## src/rtl/serprog_pkg.sv

```systemverilog
package serprog_pkg;

  typedef enum logic [1:0] {
    OP_WRITE = 2'd0,
    OP_READ  = 2'd1,
    OP_PROG  = 2'd2,
    OP_ERASE = 2'd3
  } op_e;

  typedef enum logic [3:0] {
    S_IDLE,
    S_CMD,
    S_GAP1,
    S_OPND,
    S_GAP2,
    S_RECV,
    S_GAP3,
    S_PZ3,
    S_PLOW,
    S_PHIGH,
    S_GAP4,
    S_PTAIL,
    S_GAP5
  } state_e;

  localparam int CMD_BITS  = 4;
  localparam int OPND_BITS = 16;
  localparam int RD_BITS   = 8;
  localparam int PZ_BITS   = 3;
  localparam int TAIL_BITS = 16;
  localparam int BCNT_W    = $clog2(OPND_BITS + 1);

endpackage

```

## src/rtl/serprog_wait_timer.sv

```systemverilog
module serprog_wait_timer #(
  parameter int TW = 8
) (
  input  logic          clk_i,
  input  logic          rst_ni,
  input  logic          load_i,
  input  logic [TW-1:0] len_i,
  output logic          expire_o
);

  logic [TW-1:0] cnt_q;
  logic          run_q;

  always_ff @(posedge clk_i or negedge rst_ni) begin
    if (!rst_ni) begin
      cnt_q <= '0;
      run_q <= 1'b0;
    end else if (load_i) begin
      cnt_q <= len_i - TW'(1);
      run_q <= 1'b1;
    end else if (run_q) begin
      if (cnt_q == '0) run_q <= 1'b0;
      else             cnt_q <= cnt_q - TW'(1);
    end
  end

  // expire in the cycle the requested length has elapsed
  assign expire_o = run_q && (cnt_q == '0);


  timer_len_chk: assert property (@(posedge clk_i) disable iff (!rst_ni)
    load_i |-> (len_i != '0));

endmodule

```

## src/rtl/serprog_bit_clock.sv

```systemverilog
module serprog_bit_clock #(
  parameter int HALF_CYC = 2
) (
  input  logic clk_i,
  input  logic rst_ni,
  input  logic en_i,
  input  logic rd_shape_i,
  output logic sclk_o,
  output logic cell_end_o
);

  localparam int CW = $clog2(2 * HALF_CYC);
  localparam logic [CW-1:0] LAST = CW'(2 * HALF_CYC - 1);
  localparam logic [CW-1:0] HALF = CW'(HALF_CYC);

  logic [CW-1:0] cnt_q;
  logic          second_half;

  always_ff @(posedge clk_i or negedge rst_ni) begin
    if (!rst_ni)             cnt_q <= '0;
    else if (!en_i)          cnt_q <= '0;
    else if (cnt_q == LAST)  cnt_q <= '0;
    else                     cnt_q <= cnt_q + CW'(1);
  end

  assign second_half = (cnt_q >= HALF);
  // write cell: low then high; read cell: high then low, sample at its end
  assign sclk_o     = en_i && (rd_shape_i ? !second_half : second_half);
  assign cell_end_o = en_i && (cnt_q == LAST);

endmodule

```

## src/rtl/serprog_engine.sv

```systemverilog
module serprog_engine
  import serprog_pkg::*;
#(
  parameter int HALF_CYC  = 2,
  parameter int GAP_CYC   = 4,
  parameter int PROG_CYC  = 20,
  parameter int ERASE_CYC = 40
) (
  input  logic        clk_i,
  input  logic        rst_ni,
  input  logic        req_valid_i,
  output logic        req_ready_o,
  input  logic [1:0]  req_op_i,
  input  logic [3:0]  req_cmd_i,
  input  logic [15:0] req_opnd_i,
  output logic        done_o,
  output logic [7:0]  rdata_o,
  output logic        sclk_o,
  output logic        sdo_o,
  output logic        sdo_oe_o,
  input  logic        sdi_i
);

  localparam int MAXW = (ERASE_CYC > PROG_CYC) ?
                        ((ERASE_CYC > GAP_CYC) ? ERASE_CYC : GAP_CYC) :
                        ((PROG_CYC > GAP_CYC) ? PROG_CYC : GAP_CYC);
  localparam int TW = $clog2(MAXW + 1) + 1;

  state_e                     state_q, state_d;
  op_e                        op_q;
  logic [OPND_BITS-1:0]       opnd_q;
  logic [OPND_BITS-1:0]       shreg_q, shreg_val;
  logic [BCNT_W-1:0]          bits_q, bits_val;
  logic [RD_BITS-1:0]         rbuf_q;
  logic                       done_q;
  logic                       ld_shreg, ld_bits, fin;
  logic                       tmr_load, tmr_exp;
  logic [TW-1:0]              tmr_len;
  logic                       shift_st, recv_st, bclk_en, bclk_sclk, cell_end, last_bit;
  logic                       accept;

  assign accept   = req_valid_i && (state_q == S_IDLE);
  assign shift_st = (state_q == S_CMD) || (state_q == S_OPND) ||
                    (state_q == S_PZ3) || (state_q == S_PTAIL);
  assign recv_st  = (state_q == S_RECV);
  assign bclk_en  = shift_st || recv_st;
  assign last_bit = cell_end && (bits_q == BCNT_W'(1));

  serprog_bit_clock #(.HALF_CYC(HALF_CYC)) u_bclk (
    .clk_i      (clk_i),
    .rst_ni     (rst_ni),
    .en_i       (bclk_en),
    .rd_shape_i (recv_st),
    .sclk_o     (bclk_sclk),
    .cell_end_o (cell_end)
  );

  serprog_wait_timer #(.TW(TW)) u_tmr (
    .clk_i    (clk_i),
    .rst_ni   (rst_ni),
    .load_i   (tmr_load),
    .len_i    (tmr_len),
    .expire_o (tmr_exp)
  );

  always_comb begin
    state_d   = state_q;
    tmr_load  = 1'b0;
    tmr_len   = TW'(GAP_CYC);
    ld_shreg  = 1'b0;
    shreg_val = '0;
    ld_bits   = 1'b0;
    bits_val  = '0;
    fin       = 1'b0;
    case (state_q)
      S_IDLE: if (req_valid_i) begin
        state_d   = S_CMD;
        ld_shreg  = 1'b1;
        shreg_val = (op_e'(req_op_i) == OP_ERASE) ? '0 : OPND_BITS'(req_cmd_i);
        ld_bits   = 1'b1;
        bits_val  = BCNT_W'(CMD_BITS);
      end
      S_CMD: if (last_bit) begin
        state_d  = S_GAP1;
        tmr_load = 1'b1;
        tmr_len  = (op_q == OP_ERASE) ? TW'(ERASE_CYC) : TW'(GAP_CYC);
      end
      S_GAP1: if (tmr_exp) begin
        state_d   = S_OPND;
        ld_shreg  = 1'b1;
        shreg_val = (op_q == OP_WRITE || op_q == OP_PROG) ? opnd_q : '0;
        ld_bits   = 1'b1;
        bits_val  = (op_q == OP_READ) ? BCNT_W'(RD_BITS) : BCNT_W'(OPND_BITS);
      end
      S_OPND: if (last_bit) begin
        state_d  = S_GAP2;
        tmr_load = 1'b1;
      end
      S_GAP2: if (tmr_exp) begin
        ld_bits  = 1'b1;
        ld_shreg = 1'b1;
        case (op_q)
          OP_READ: begin
            state_d  = S_RECV;
            bits_val = BCNT_W'(RD_BITS);
          end
          OP_PROG: begin
            state_d  = S_PZ3;
            bits_val = BCNT_W'(PZ_BITS);
          end
          default: begin
            state_d = S_IDLE;
            fin     = 1'b1;
          end
        endcase
      end
      S_RECV: if (last_bit) begin
        state_d  = S_GAP3;
        tmr_load = 1'b1;
      end
      S_GAP3: if (tmr_exp) begin
        state_d = S_IDLE;
        fin     = 1'b1;
      end
      S_PZ3: if (last_bit) begin
        state_d  = S_PLOW;
        tmr_load = 1'b1;
        tmr_len  = TW'(HALF_CYC);
      end
      S_PLOW: if (tmr_exp) begin
        state_d  = S_PHIGH;
        tmr_load = 1'b1;
        tmr_len  = TW'(PROG_CYC);
      end
      S_PHIGH: if (tmr_exp) begin
        state_d  = S_GAP4;
        tmr_load = 1'b1;
      end
      S_GAP4: if (tmr_exp) begin
        state_d  = S_PTAIL;
        ld_shreg = 1'b1;
        ld_bits  = 1'b1;
        bits_val = BCNT_W'(TAIL_BITS);
      end
      S_PTAIL: if (last_bit) begin
        state_d  = S_GAP5;
        tmr_load = 1'b1;
      end
      S_GAP5: if (tmr_exp) begin
        state_d = S_IDLE;
        fin     = 1'b1;
      end
      default: state_d = S_IDLE;
    endcase
  end

  always_ff @(posedge clk_i or negedge rst_ni) begin
    if (!rst_ni) begin
      state_q <= S_IDLE;
      op_q    <= OP_WRITE;
      opnd_q  <= '0;
      shreg_q <= '0;
      bits_q  <= '0;
      rbuf_q  <= '0;
      done_q  <= 1'b0;
    end else begin
      state_q <= state_d;
      done_q  <= fin;
      if (accept) begin
        op_q   <= op_e'(req_op_i);
        opnd_q <= req_opnd_i;
      end
      if (ld_shreg)                  shreg_q <= shreg_val;
      else if (shift_st && cell_end) shreg_q <= shreg_q >> 1;
      if (ld_bits)       bits_q <= bits_val;
      else if (cell_end) bits_q <= bits_q - BCNT_W'(1);
      if (recv_st && cell_end) rbuf_q <= {sdi_i, rbuf_q[RD_BITS-1:1]};
    end
  end

  assign req_ready_o = (state_q == S_IDLE);
  assign done_o      = done_q;
  assign rdata_o     = rbuf_q;
  assign sclk_o      = bclk_sclk || (state_q == S_PHIGH);
  assign sdo_o       = shift_st ? shreg_q[0] : 1'b0;
  assign sdo_oe_o    = !((state_q == S_RECV) || (state_q == S_GAP3));


  idle_quiet_chk: assert property (@(posedge clk_i) disable iff (!rst_ni)
    req_ready_o |-> (!sclk_o && sdo_oe_o));


  sdo_hold_chk: assert property (@(posedge clk_i) disable iff (!rst_ni)
    (sclk_o && $past(sclk_o)) |-> $stable(sdo_o));


  oe_rise_chk: assert property (@(posedge clk_i) disable iff (!rst_ni)
    $rose(sdo_oe_o) |-> done_o);


  accept_chk: assert property (@(posedge clk_i) disable iff (!rst_ni)
    (req_valid_i && req_ready_o) |=> !req_ready_o);


  done_pulse_chk: assert property (@(posedge clk_i) disable iff (!rst_ni)
    done_o |=> !done_o);

endmodule

```

## config.mk

```make
export PLATFORM = sky130hd
export DESIGN_NAME = serprog_engine
export DESIGN_NICKNAME = d
export VERILOG_FILES = /design/src/rtl/serprog_pkg.sv /design/src/rtl/serprog_wait_timer.sv /design/src/rtl/serprog_bit_clock.sv /design/src/rtl/serprog_engine.sv
export SDC_FILE = /design/constraint.sdc
export NUM_CORES = 1
export LEC_CHECK = 0
export ABC_AREA = 1
export BUFFER_PORTS_ARGS = -buffer_cell sky130_fd_sc_hd__buf_2
export CAP_MARGIN = 0
export CORE_MARGIN = 10
export CORE_UTILIZATION = 26
export DETAILED_ROUTE_END_ITERATION = 16
export GPL_TIMING_DRIVEN = 0
export PLACE_DENSITY_LB_ADDON = 0.08
export SETUP_SLACK_MARGIN = 0.2
export SYNTH_ARGS = -nofsm -noshare
export SYNTH_HDL_FRONTEND = slang
export SYNTH_SLANG_ARGS = --single-unit
export TNS_END_PERCENT = 30
```

## constraint.sdc

```tcl
create_clock -name clk_i -period 2.2 [get_ports clk_i]
set_input_delay 0.11 -clock clk_i [delete_from_list [all_inputs] [get_ports clk_i]]
set_output_delay 0.11 -clock clk_i [all_outputs]
set_load 0.02 [all_outputs]
```

==> results of run 1 <==
flip-flops by register name (all words and copies together), names as in the netlist:
| signal | flops |
|---|---|
| opnd_q | 16 |
| u_bclk.cnt_q | 2 |
| rdata_o | 8 |
| op_q | 2 |
| done_o | 1 |
| shreg_q | 16 |
| u_tmr.run_q | 1 |
| state_q | 4 |
| bits_q | 5 |
| u_tmr.cnt_q | 7 |
layout make-up:
class,instances,area (sq um)
Buffer,9,60.1
Sequential cell,62,1560
Tap cell,172,215
Fill cell,1341,8100
Clock buffer,10,239
Clock inverter,6,85.1
Timing Repair Buffer,70,475
Inverter,48,186
Multi-Input combinational cell,316,1650
timing repair:
action	in CTS	in global routing
buffers inserted	0	15
endpoints found under the hold margin	78	0
setup endpoints to repair	5	45
gates resized for setup	2	40
gates cloned	0	0
pin swaps	0	11
hold buffers	17	0
layer usage:
metal  share of wire  GRT usage  vias up  wire length, um
li1                -          -     1545                -
met1            0.51      0.141     1360             4630
met2            0.43      0.147       45             3890
met3           0.039     0.0344       10              353
met4           0.013     0.0330        0              119
met5               0          0        -                0
cells in the mapped netlist:
library cell | n | area (sq um)
sky130_fd_sc_hd__nand2_1 | 161 | 604
sky130_fd_sc_hd__dfrtp_1 | 62 | 1550
sky130_fd_sc_hd__inv_1 | 38 | 143
sky130_fd_sc_hd__nor2_1 | 35 | 131
sky130_fd_sc_hd__nand3_1 | 34 | 170
sky130_fd_sc_hd__o21ai_0 | 17 | 85.1
sky130_fd_sc_hd__a21oi_1 | 11 | 55.1
sky130_fd_sc_hd__o21ai_1 | 10 | 50.1
sky130_fd_sc_hd__ha_1 | 9 | 113
sky130_fd_sc_hd__inv_2 | 7 | 26.3
sky130_fd_sc_hd__nor2_2 | 5 | 31.3
sky130_fd_sc_hd__buf_2 | 4 | 20.0
sky130_fd_sc_hd__nand2_2 | 4 | 25.0
sky130_fd_sc_hd__a32oi_1 | 3 | 26.3
sky130_fd_sc_hd__clkbuf_1 | 3 | 11.3
sky130_fd_sc_hd__clkinv_1 | 3 | 11.3
sky130_fd_sc_hd__o31ai_1 | 3 | 22.5
sky130_fd_sc_hd__xor2_1 | 3 | 26.3
sky130_fd_sc_hd__a21oi_2 | 2 | 17.5
sky130_fd_sc_hd__a31oi_1 | 2 | 12.5
sky130_fd_sc_hd__mux2_2 | 2 | 22.5
sky130_fd_sc_hd__xnor2_1 | 2 | 17.5
sky130_fd_sc_hd__a2111oi_0 | 1 | 8.76
sky130_fd_sc_hd__buf_4 | 1 | 7.51
sky130_fd_sc_hd__buf_6 | 1 | 11.3
sky130_fd_sc_hd__nand2_4 | 1 | 11.3
sky130_fd_sc_hd__nand3_4 | 1 | 17.5
sky130_fd_sc_hd__nand4_1 | 1 | 6.26
sky130_fd_sc_hd__nor2_4 | 1 | 11.3
sky130_fd_sc_hd__nor3_1 | 1 | 5.00
sky130_fd_sc_hd__nor3_2 | 1 | 10.0
sky130_fd_sc_hd__o211ai_1 | 1 | 7.51
sky130_fd_sc_hd__o21ai_2 | 1 | 8.76
sky130_fd_sc_hd__o21bai_1 | 1 | 7.51
sky130_fd_sc_hd__o31ai_4 | 1 | 21.3
sky130_fd_sc_hd__o41ai_1 | 1 | 8.76
sky130_fd_sc_hd__or2_2 | 1 | 6.26
worst register-to-register path: stages (launching register included):
cell and delay [ps]:
sky130_fd_sc_hd__dfrtp_2 420, sky130_fd_sc_hd__inv_4 70, sky130_fd_sc_hd__nor2_4 120, sky130_fd_sc_hd__nand2_1 90, sky130_fd_sc_hd__nand2_2 130, sky130_fd_sc_hd__nand3_4 150, sky130_fd_sc_hd__buf_4 180, sky130_fd_sc_hd__nand3_4 80
sky130_fd_sc_hd__ha_4 160, sky130_fd_sc_hd__nand2_1 60, sky130_fd_sc_hd__nor2_2 130, sky130_fd_sc_hd__nand4_1 90, sky130_fd_sc_hd__nand2_1 90, sky130_fd_sc_hd__inv_1 40
kinds of logic (layout without fill, tap and decap cells):
logic type / count (synthesis) / count (layout) / share of synthesized area
and+or+nand+nor: 246 / 246 / 0.310
DFF: 62 / 62 / 0.467
buffers and inverters: 57 / 143 / 0.0693
AOI/OAI and AO/OA: 54 / 54 / 0.0998
adders and majority gates: 9 / 9 / 0.0339
xor gates and xnor gates: 5 / 5 / 0.0132
muxes: 2 / 2 / 0.00678
through the flow:
stage                util  worst slack, ps  instances
finish              0.355              293        693
global placement    0.297              118        645
detailed placement  0.297              139        645
floorplan               -              400        435
CTS                 0.336              143        678
global route        0.355              157        693
placed cells by master, fill, tap and decap left out, types with 11 or more instances in the layout:
cell	n
sky130_fd_sc_hd__a21oi_1	11
sky130_fd_sc_hd__nand3_1	31
sky130_fd_sc_hd__o21ai_0	17
sky130_fd_sc_hd__dfrtp_1	59
sky130_fd_sc_hd__inv_1	34
sky130_fd_sc_hd__nor2_1	28
sky130_fd_sc_hd__buf_2	39
sky130_fd_sc_hd__dlygate4sd3_1	17
sky130_fd_sc_hd__inv_2	11
sky130_fd_sc_hd__nand2_1	154
sky130_fd_sc_hd__buf_4	17
worst paths after layout:
check	cells past startpoint	from	slack (ps)	to
worst max-delay path	6	state_q[3]	290	sclk_o
worst min-delay path	2	sdi_i	9	rdata_o[7]
worst max register to register	13	state_q[0]	290	u_tmr.cnt_q[6]
worst min register to register	1	u_bclk.cnt_q[0]	470	u_bclk.cnt_q[0]
max in group asynchronous	2	rst_ni	1170	state_q[2]
min in group asynchronous	2	rst_ni	440	u_bclk.cnt_q[0]
power groups by stage:
stage | Sequential (W) | Clock [W] | Combinational [W]
6_report | 0.00119 | 0.00155 | 0.000249
5_1_grt | 0.00120 | 0.00164 | 0.000284
2_1_floorplan | 0.00121 | 0 | 0.000128
3_5_place_dp | 0.00121 | 0 | 0.000219
4_1_cts | 0.00119 | 0.00159 | 0.000243
3_3_place_gp | 0.00121 | 0 | 0.000217
==> results, run 1 <==
- The run finished with clean final reports.
- The count of distinct cell types in the synthesized netlist is 37.
- The post-placement cell area is 0.00373 sq mm.
- The critical path goes through inv_2 -> nand2_1 -> nor3_2 -> xor2_1 -> o21ai_0 -> buf_2.
- The finished cells cover 0.00447 sq mm.
- Overall power consumption after layout is estimated at 0.00299 W.
- Of all nets on the critical path, the largest fanout is 5.
- The number of failing hold endpoints at the final stage is 0.
- The number of primary I/O pins is 39.
- Setup repair after global routing could not meet its margin everywhere.
- Hold is met by 9.50 ps.
- After synthesis, the mean cell area works out to 7.64 sq um.
- TritonCTS built the clock tree.
- The cell area that synthesis handed to floorplanning was 0.00332 sq mm.
- The total power per unit cell area is 670 mW/mm^2.
- Buffers inserted during clock tree synthesis total 9.
- The maximum buffer depth of the clock tree is 2.
- The share of total power dissipated in sequential elements is 0.399.
- Global routing finished with a remaining overflow of 0.
- The first global-routing pass estimated 14.6 mm of wire.
- The root cell of the clock tree is sky130_fd_sc_hd__clkbuf_16.
- IR analysis of the VDD net gives a maximum drop of 0.000347 V.
- Measured along the x axis, the die boundary spans 133 um.
- The fraction of the yosys area taken by sequential cells is 0.467.
- The worst setup path is launched from a flop.
- The internal cell power is 0.00229 W.
- The number of placement rows is 41.
- The via count of the first global-routing pass was 2862.
- The H-tree depth is 3.
- The static leakage is 2.28 nW.
- The post-synthesis instance total is 435.
- The count of buffers added on input and output ports is 38.
- Counting both buffers and inverters, the worst setup path holds a total of 2.
- The number of detailed-routing iterations run before antenna repair is 4.
- Across every metal layer, demand over resource in global routing totals 0.103.
- Dividing the final minimum period by the clock period gives 0.867.
- The total area inside the core boundary comes to 0.0126 sq mm.
- The critical path endpoint category is an output port.
- The HPWL after detailed placement is 6.36 mm.
- After detailed routing, the average wire length per cell comes to 13.0 um.
- For the final database, setup skew stands at 7.54 ps.
- Broken down by cell family, the worst path's largest delay share belongs to flip-flops.
- For this run, the number of Yosys warnings is 0.
- The final wirelength is 8.98 mm.
- The worst min-delay path category is input port to flop.
- The final setup violation count is 0.
- The total DRC errors in the routed layout is 0.
- The count of state elements after synthesis is 62.
- The die covers 0.0177 sq mm.
- At the pin with the least slew margin, the transition time is 859 ps.
- By startpoint and endpoint, the worst setup path is classified as flop to output port.
- The fraction of power consumed by the clock network is 0.518.
- Measured along the y axis, the die boundary spans 133 um.
- The area added between synthesis and finish is 34.5%.
- The layout net count is 551.
- The worst slew slack as a fraction of its limit is 0.427.
- The switching share of power is 0.234.
- The repair_antennas step left the layout with diodes totalling 0.
- The count of pins over their slew limit is 0.
- The standard cell with the maximum stage delay on the critical path is sky130_fd_sc_hd__dfrtp_1.
- The clock insertion delay at the later pin of the skew report is 330 ps.
- The maximum number of pins on one net before global-route repair is 63.
- The fraction of layout instances using a drive strength above 1 is 0.250.
- The clock slew seen by the registers of the worst setup and hold paths is 60 ps.
- The per-cell via count in the routed design is 4.27.
- Of the total power, combinational logic draws 0.083.
- Summed over all nets, the switching power comes to 0.000701 W.
- The maximum operating frequency is 0.524 GHz.
- The congestion estimate from routability-driven global placement came to 0.827.
- The peak per-stage delay on the critical path is 440 ps.
- The starting utilization of the core area is 0.264.
- For the worst setup path, the data required time is 2090 ps.
- After layout, the minimum clock period comes to 1910 ps.
- The initial antenna violation count is 0.
- The setup TNS is 0 ps.
- The clock sink count is 62.
- The detailed-route via count is 2960.
- In this run, the number of DRC markers left after iteration 0 of detailed routing was 201.
- The number of max-capacitance violations reported is 0.
- Data arrives at the worst endpoint at 1800 ps.
- The number of antenna-violating nets in the routed design is 0.
- Synthesis produced a netlist with a net count of 470.
Note: power is estimated with default switching activity, not from simulation.
==> run 2, diff against run 1 <==
--- a/config.mk
+++ b/config.mk
@@ -5,7 +5,6 @@
 export SDC_FILE = /design/constraint.sdc
 export NUM_CORES = 1
 export LEC_CHECK = 0
-export ABC_AREA = 1
 export BUFFER_PORTS_ARGS = -buffer_cell sky130_fd_sc_hd__buf_2
 export CAP_MARGIN = 0
 export CORE_MARGIN = 10
==> run 2 against run 1 <==
  * The run now ends with negative setup slack left
  * Register-to-register slack worse by 1200 ps
  * Hold slack gained 5.0 ps
  * Setup slack worse by 1200 ps
  * Area after synthesis is 2.2% lower
  * Core utilization grew 3.0 points
  * Clock-buffer cell count rose by 1
  * Maximum frequency shrank 38%
  * Routed wire length decreased by 0.24%
  * Critical path depth rose by 4
  * Clock power about the same
  * First-iteration DRC count decreased by 39%
  * Non-clock buffer count is 18 higher
  * Critical path type is now flop to flop
  * Critical endpoint is now u_tmr.cnt_q[6]
  * Largest cell class unchanged
  * Largest power group is now combinational logic
  * Highest routed layer unchanged
==> results, run 2 <==
- The number of failing hold endpoints at the final stage came to 0 (unchanged).
- The clock sink count is 62 (unchanged).
- The number of antenna-violating nets in the routed design is 0 (unchanged).
- The number of standard cells in the final layout excluding fillers was 570 (-18%).
- Among cell families on the critical path, the largest total delay comes from simple AND/OR/NAND/NOR gates.
- Leaving out fill and tap cells, the most frequent cell in the layout is sky130_fd_sc_hd__dfrtp_1.
- The slew at the pin closest to its max-slew limit was 853 ps (-6.03 ps).
- The signal on the critical path passes through or4_4 -> or3_4 -> and2_4 -> buf_8 -> a21oi_4 -> ha_4 -> o31ai_4 -> or3_4 -> o311a_1 -> a311o_1.
- The element type at the critical path start is a flop.
- The depth of the critical timing path with buffers and inverters included was 10 (+4).
- The peak per-stage delay on the critical path came to 540 ps (+100 ps).
- The total power per unit cell area is 1070 mW/mm^2 (+59%).
- The worst setup path is captured at a flop.
- The final worst-path cycle share is 1.39 (+0.525).
- The most repeated library cell on the critical path is sky130_fd_sc_hd__or3_4.
- Relative to the synthesized area, the layout overhead comes to 43.8%.
- The arrival time of the worst setup path is 3270 ps (+1470 ps).
- The count of state elements after synthesis is 62 (unchanged).
- Among all flip-flop cells after synthesis, the most frequent one is sky130_fd_sc_hd__dfrtp_1.
- The die footprint is 0.0174 sq mm (-1.9%).
- The final HPWL from detailed placement is 5.92 mm (-6.9%).
- The worst path buffer plus inverter count is 1 (-1).
- The average instance area after synthesis is 10.6 sq um (+39%).
- The die outline height is 132 um (-0.95%).
- The worst reg2reg path endpoint is u_tmr.cnt_q[6].
- The cell sitting at the root of the clock tree is a sky130_fd_sc_hd__clkbuf_16.
- The leftover overflow at the end of global routing was 0 (unchanged).
- The maximum operating frequency is 0.327 GHz (-38%).
- The worst hold path belongs to the class input port to flop.
- The fraction of registers with async set/reset is 1.00 (unchanged).
- The via count of the first global-routing pass is 2729 (-4.6%).
- The per-cell via count in the routed design was 4.67 (+9.3%).
- The post-placement cell area is 0.00369 sq mm (-1.1%).
- The clock insertion delay at the later pin of the skew report was 330 ps (about the same).
- The beginning of the critical path is u_tmr.cnt_q[1].
- The library cells used most frequently in the layout, excluding fill and tap cells, are sky130_fd_sc_hd__dfrtp_1, sky130_fd_sc_hd__buf_2, sky130_fd_sc_hd__nand2_1, sky130_fd_sc_hd__mux2_2, sky130_fd_sc_hd__buf_4.
- The number of detailed-routing iterations run before antenna repair came to 4 (unchanged).
- The fill cell instance count of the final layout is 1232 (-8.1%).
- The average wire per standard cell came to 15.7 um (+21%).
- The reg-to-reg startpoint is u_tmr.cnt_q[1].
- The register-to-register setup slack was -860 ps (-1160 ps).
- The count of pins over their slew limit was 0 (unchanged).
- The worst-case hold slack came to 14.5 ps (+5.02 ps).
- The count of distinct cell types in the synthesized netlist is 66 (+78%).
- The number of CTS-inserted buffers is 9 (unchanged).
- The post-layout minimum cycle time is 3060 ps (+1160 ps).
- The highest fanout seen on the critical path is 4 (-1).
- The area of the mapped netlist was 0.00325 sq mm (-2.2%).
- The flow ran to the end, but the final reports show violations.
- The post-synthesis instance total is 305 (-30%).
- The final setup skew came to 5.50 ps (-2.04 ps).
- The number of cells on the worst reg-to-reg path was 10 (-3).
- The maximum buffer depth of the clock tree is 2 (unchanged).
- The proportion of netlist area held by the largest area contributor is 0.478 (+0.0106).
- The area of all sequential standard cells is 0.00156 sq mm (unchanged).
- Ranked by instance count, the synthesized netlist is headed by sky130_fd_sc_hd__dfrtp_1, sky130_fd_sc_hd__nand2_1, sky130_fd_sc_hd__mux2_2.
- The maximum resistive drop on vdd came to 0.000639 V (+84%).
- The global-route wire length before repair is 14.5 mm (-0.47%).
- The initial antenna violation count is 0 (unchanged).
- The area of combinational cells with multiple inputs is 0.00178 sq mm (+8.1%).
- The maximum number of pins on one net before global-route repair came to 63 (unchanged).
- The final instance area was 0.00467 sq mm (+4.5%).
- The count of yosys warnings during synthesis is 0 (unchanged).
- The end of the critical path is u_tmr.cnt_q[6].
- Yosys instantiated no cell more often than sky130_fd_sc_hd__dfrtp_1.
- The number of max-capacitance violations reported is 0 (unchanged).
- The post-placement worst setup slack is -1070 ps (-1210 ps).
- The post-route core utilization is 0.386 (+0.0301).
- The worst setup path is of the flop to flop kind.
- The number of primary I/O pins came to 39 (unchanged).
- The number of DRC markers after the initial detailed-route iteration is 122 (-39%).
- The total DRC errors in the routed layout was 0 (unchanged).
- The worst setup slack after layout is -862 ps (-1160 ps).
- The starting utilization of the core area is 0.268 (+0.00387).
- The number of placement rows is 40 (-2.4%).
- The total routing resource utilization after global routing is 0.103 (+0.000135).
- The number of diodes is 0 (unchanged).
- The fraction of the yosys area taken by sequential cells came to 0.478 (+0.0106).
- The cell count after placement is 511 (-21%).
- The clock slew seen by the registers of the worst setup and hold paths is 60 ps (about the same).
- Setup repair after global routing could not meet its margin everywhere.
- The required time at the endpoint of the critical path was 2400 ps (+310 ps).
- The final setup violation count is 5 (+5).
- The fraction of layout instances using a drive strength above 1 is 0.428 (+0.178).
- By area the synthesized netlist is led by sky130_fd_sc_hd__dfrtp_1, sky130_fd_sc_hd__mux2_2, sky130_fd_sc_hd__mux2i_1.
- The number of buffers inserted by port buffering came to 38 (unchanged).
- The number of flops mapped to enable cells by yosys is 0 (unchanged).
- The placeable core region is 0.0121 sq mm (-3.6%).
- The static leakage is 2.17 nW (-4.8%).
- The final wirelength is 8.96 mm (-0.24%).
- The cell taking the most area after synthesis is sky130_fd_sc_hd__dfrtp_1.
- TritonCTS built the clock tree.
- The final weighted congestion in routability-driven placement is 0.813 (-1.7%).
- The detailed-route via count is 2662 (-10%).
- The slowest stage of the critical path belongs to the cell sky130_fd_sc_hd__or4_4.
- The layout net count is 432 (-22%).
- The x dimension of the die is 132 um (-0.95%).
- The checks that failed: negative setup slack.
- The worst slew slack as a fraction of its limit came to 0.431 (+0.00402).
- The number of nets in the synthesized netlist was 340 (-28%).
- The H-tree depth came to 3 (unchanged).
[run 2: cell count changes in the layout (fill, tap and decap cells not counted), moves of 5 or more]
cell | before | now
sky130_fd_sc_hd__nor2_2 | 10 | 0
sky130_fd_sc_hd__buf_4 | 17 | 25
sky130_fd_sc_hd__inv_1 | 34 | 12
sky130_fd_sc_hd__nand2_1 | 154 | 26
sky130_fd_sc_hd__mux2i_1 | 0 | 12
sky130_fd_sc_hd__inv_2 | 11 | 1
sky130_fd_sc_hd__a21oi_1 | 11 | 4
sky130_fd_sc_hd__nand2_2 | 8 | 2
sky130_fd_sc_hd__buf_6 | 2 | 13
sky130_fd_sc_hd__nand3_1 | 31 | 3
sky130_fd_sc_hd__nor2_1 | 28 | 15
sky130_fd_sc_hd__mux2_2 | 2 | 26
sky130_fd_sc_hd__dlygate4sd3_1 | 17 | 9
sky130_fd_sc_hd__o21ai_0 | 17 | 12
[run 2: area by class of cell]
| cell class | count | area share |
|---|---|---|
| Multi-Input combinational cell | 214 | 0.382 |
| Sequential cell | 62 | 0.333 |
| Timing Repair Buffer | 81 | 0.130 |
| Clock buffer | 11 | 0.0541 |
| Tap cell | 168 | 0.0450 |
| Buffer | 16 | 0.0281 |
| Clock inverter | 5 | 0.0174 |
| Inverter | 13 | 0.0105 |
[run 2: kinds of logic after synthesis]
group	count (synthesis)	synth area share
compound gates	74	0.156
xor+xnor	5	0.0135
fa+ha+maj	10	0.0378
buf+inv	29	0.0408
flops	62	0.478
mux	38	0.127
simple gates	87	0.147
[run 2: worst min-delay path by stage]
stage	from	end	slack [ps]	cells after the start
final	req_opnd_i[7]	opnd_q[7]	10	2
after global routing	req_opnd_i[12]	opnd_q[12]	4	2
after CTS	req_opnd_i[7]	opnd_q[7]	0.4	2
after detailed placement	rst_ni	done_o	270	1
after global placement	req_opnd_i[8]	opnd_q[8]	340	2
after floorplan	rst_ni	bits_q[0]	-190	0
[run 2: repair_timing]
item | in CTS | in global routing
pin swaps | 7 | 17
setup buffers | 15 | 17
resized for setup | 15 | 70
hold buffers | 7 | 2
endpoints found under the setup margin | 39 | 59
cloned | 0 | 2
hold endpoints to repair | 68 | 2
[run 2: per-layer routing]
| layer | share of wire | up-vias | track usage |
|---|---|---|---|
| met2 | 0.47 | 41 | 0.161 |
| met3 | 0.031 | 8 | 0.0343 |
| met5 | 0 | - | 0 |
| met1 | 0.49 | 1317 | 0.132 |
| li1 | - | 1296 | - |
| met4 | 0.0095 | 0 | 0.0278 |
[run 2: power by group]
part / internal (W) / switching, W / total (W)
combinational: 0.000835 / 0.000907 / 0.00174
sequential: 0.00144 / 0.000218 / 0.00166
clock: 0.00105 / 0.000520 / 0.00157
[run 2: metrics by stage]
stage	setup TNS [ps]	total power, W
after CTS	-5890	0.00484
after floorplan	-1370	0.00273
after global routing	-3690	0.00533
after detailed placement	-9420	0.00317
final	-2010	0.00498
after global placement	-9240	0.00315
==> run 3, diff against run 2 <==
--- a/config.mk
+++ b/config.mk
@@ -8,7 +8,8 @@
 export BUFFER_PORTS_ARGS = -buffer_cell sky130_fd_sc_hd__buf_2
 export CAP_MARGIN = 0
 export CORE_MARGIN = 10
-export CORE_UTILIZATION = 26
+export CORE_UTILIZATION = 58
+export CTS_CLUSTER_DIAMETER = 200
 export DETAILED_ROUTE_END_ITERATION = 16
 export GPL_TIMING_DRIVEN = 0
 export PLACE_DENSITY_LB_ADDON = 0.08
==> run 3 against run 2 <==
  * The flow still finishes with violations (negative setup slack)
  * Critical path type unchanged
  * Register-to-register slack hardly changed
  * Final cell count decreased by 16%
  * Combinational power about the same
  * Largest cell class unchanged
  * Total power fell by 11%
  * First-iteration DRC count up 14%
==> results, run 3 (synthesized netlist as in run 2, its figures left out) <==
- The count of pins over their slew limit is 0 (unchanged).
- The clock sink count was 62 (unchanged).
- TritonCTS built the clock tree.
- The clock slew seen by the registers of the worst setup and hold paths is 70 ps (about the same).
- The final worst-path cycle share is 1.39 (-0.00661).
- The initial antenna violation count is 0 (unchanged).
- The leftover overflow at the end of global routing was 0 (unchanged).
- The starting utilization of the core area is 0.594 (+0.325).
- The run finished, with violations left.
- The final HPWL from detailed placement is 5.08 mm (-14%).
- The global-route wire length before repair is 13.2 mm (-9.3%).
- The slew at the pin closest to its max-slew limit is 790 ps (-63.3 ps).
- The worst slew slack as a fraction of its limit is 0.473 (+0.0422).
- The element type at the critical path start is a flop.
- The per-cell via count in the routed design came to 5.80 (+24%).
- The final setup violation count is 6 (+1).
- In this design, the critical path's most frequently occurring cell is sky130_fd_sc_hd__or3_4.
- The number of standard cells in the final layout excluding fillers is 477 (-16%).
- The critical path endpoint category is a flop.
- The fill cell instance count of the final layout was 322 (-74%).
- The maximum buffer depth of the clock tree is 2 (unchanged).
- The number of primary I/O pins is 39 (unchanged).
- The x dimension of the die is 94.8 um (-28%).
- The number of DRC markers after the initial detailed-route iteration was 139 (+14%).
- The fraction of layout instances using a drive strength above 1 came to 0.412 (-0.0155).
- The number of CTS-inserted buffers is 9 (unchanged).
- The area of all sequential standard cells is 0.00155 sq mm (about the same).
- The overall power consumption is 0.00444 W (-11%).
- The signal on the critical path passes through or4b_4 -> or3_4 -> and2_4 -> buf_6 -> a21oi_4 -> ha_4 -> o31ai_4 -> or3_4 -> o311a_1 -> a311o_1.
- The final wirelength is 8.57 mm (-4.3%).
- The number of buffers inserted by port buffering is 38 (unchanged).
- The average wire per standard cell was 18.0 um (+14%).
- The number of failing hold endpoints at the final stage was 0 (unchanged).
- The checks that failed: negative setup slack.
- The total routing resource utilization after global routing is 0.185 (+0.0823).
- The maximum number of pins on one net before global-route repair is 63 (unchanged).
- The clock insertion delay at the later pin of the skew report is 350 ps (+20 ps).
- The peak per-stage delay on the critical path is 550 ps (about the same).
- The number of detailed-routing iterations run before antenna repair is 5 (+1).
- The tree is rooted in a sky130_fd_sc_hd__clkbuf_8.
- The placeable core region is 0.00547 sq mm (-55%).
- The setup path with the least slack is of type flop to flop.
- The H-tree depth is 3 (unchanged).
- The worst setup slack after layout is -848 ps (+14.6 ps).
- The maximum operating frequency is 0.328 GHz (+0.48%).
- The worst min-delay path category is input port to flop.
- The total DRC errors in the routed layout is 0 (unchanged).
- The number of placement rows came to 27 (-33%).
- The number of max-capacitance violations reported was 0 (unchanged).
- Among all stages on the critical path, the largest delay is contributed by sky130_fd_sc_hd__or4b_4.
- The final setup skew is 8.54 ps (+3.04 ps).
- The die footprint is 0.00899 sq mm (-48%).
- The static leakage is 2.11 nW (-2.9%).
- The cell count after placement is 415 (-19%).
- The area added between synthesis and finish is 36.2%.
- The arrival time of the worst setup path is 3270 ps (about the same).
- The layout net count is 435 (+0.69%).
- The final weighted congestion in routability-driven placement was 0.894 (+10%).
- The area of combinational cells with multiple inputs is 0.00181 sq mm (+1.2%).
- Leaving out fill and tap cells, the most frequent cells in the layout are sky130_fd_sc_hd__dfrtp_1, sky130_fd_sc_hd__buf_2, sky130_fd_sc_hd__buf_4.
- The die outline height came to 94.8 um (-28%).
- The number of diodes was 0 (unchanged).
- The maximum resistive drop on vdd was 0.000902 V (+41%).
- The most common cell after layout, fill and taps aside is sky130_fd_sc_hd__dfrtp_1.
- The total power per unit cell area is 1000 mW/mm^2 (-5.9%).
- The number of antenna-violating nets in the routed design is 0 (unchanged).
- The via count of the first global-routing pass was 2752 (+0.84%).
- The worst-case hold slack was 6.44 ps (-8.08 ps).
- The required time at the endpoint of the critical path is 2430 ps (+30 ps).
- The detailed-route via count is 2765 (+3.9%).
- The highest fanout seen on the critical path is 4 (unchanged).
- The post-layout minimum cycle time is 3050 ps (-14.6 ps).
- Setup repair after global routing could not meet its margin everywhere.
[run 3: cell count changes in the layout (fill, tap and decap cells not counted), moves of 4 or more]
cell / previous run / this run
sky130_fd_sc_hd__dlygate4sd3_1: 9 / 16
sky130_fd_sc_hd__o21ai_1: 11 / 6
sky130_fd_sc_hd__buf_6: 13 / 9
sky130_fd_sc_hd__clkbuf_8: 2 / 9
sky130_fd_sc_hd__clkbuf_16: 10 / 1
[run 3: worst paths after layout]
check	from	to	slack (ps)	cells after the start
setup / recovery	u_tmr.cnt_q[6]	u_tmr.cnt_q[6]	-850	10
hold / removal	req_opnd_i[13]	opnd_q[13]	6	2
setup reg to reg	u_tmr.cnt_q[6]	u_tmr.cnt_q[6]	-850	10
hold reg to reg	u_bclk.cnt_q[0]	u_bclk.cnt_q[0]	470	1
max in group asynchronous	rst_ni	u_tmr.cnt_q[2]	1250	2
min in group asynchronous	rst_ni	u_bclk.cnt_q[0]	370	2
[run 3: layout make-up]
| class | instances | share of cell area |
|---|---|---|
| multi-input combinational | 214 | 0.408 |
| sequential | 62 | 0.351 |
| timing repair buffer | 84 | 0.139 |
| clock buffer | 9 | 0.0280 |
| buffer | 16 | 0.0260 |
| tap | 72 | 0.0204 |
| clock inverter | 7 | 0.0167 |
| inverter | 13 | 0.0110 |
[run 3: stage by stage]
step	cell area (sq um)	util	TNS (ps)	worst slack, ps
after floorplan	3290	-	-1370	-832
after global placement	3570	0.652	-4590	-945
after detailed placement	3570	0.652	-4440	-972
after CTS	4050	0.741	-6090	-822
after global routing	4430	0.809	-2670	-892
final	4430	0.809	-1940	-848
[run 3: critical path, delay by kind of cell (launching register included)]
kind                       cells  cell delay (ps)
buffers and inverters          1              120
DFF                            1              400
AOI/OAI and AO/OA              4              770
and+or+nand+nor                4             1460
adders and majority gates      1              170
[run 3: layer usage]
| metal | wire length (um) | track usage |
|---|---|---|
| met5 | 0 | 0 |
| met1 | 3580 | 0.220 |
| met4 | 237 | 0.0586 |
| met2 | 4340 | 0.311 |
| met3 | 409 | 0.0603 |
[run 3: repair_timing]
item / CTS / global route
hold buffers: 15 / 1
endpoints found under the hold margin: 15 / 62
resized for setup: 9 / 61
setup endpoints to repair: 37 / 41
cloned: 0 / 2
setup buffers: 11 / 17
pin swaps: 5 / 14
[run 3: report_power, final]
part,switching [W],internal (W)
Clock,0.000477,0.000526
Combinational,0.000901,0.000851
Sequential,0.000242,0.00144
Total,0.00162,0.00282
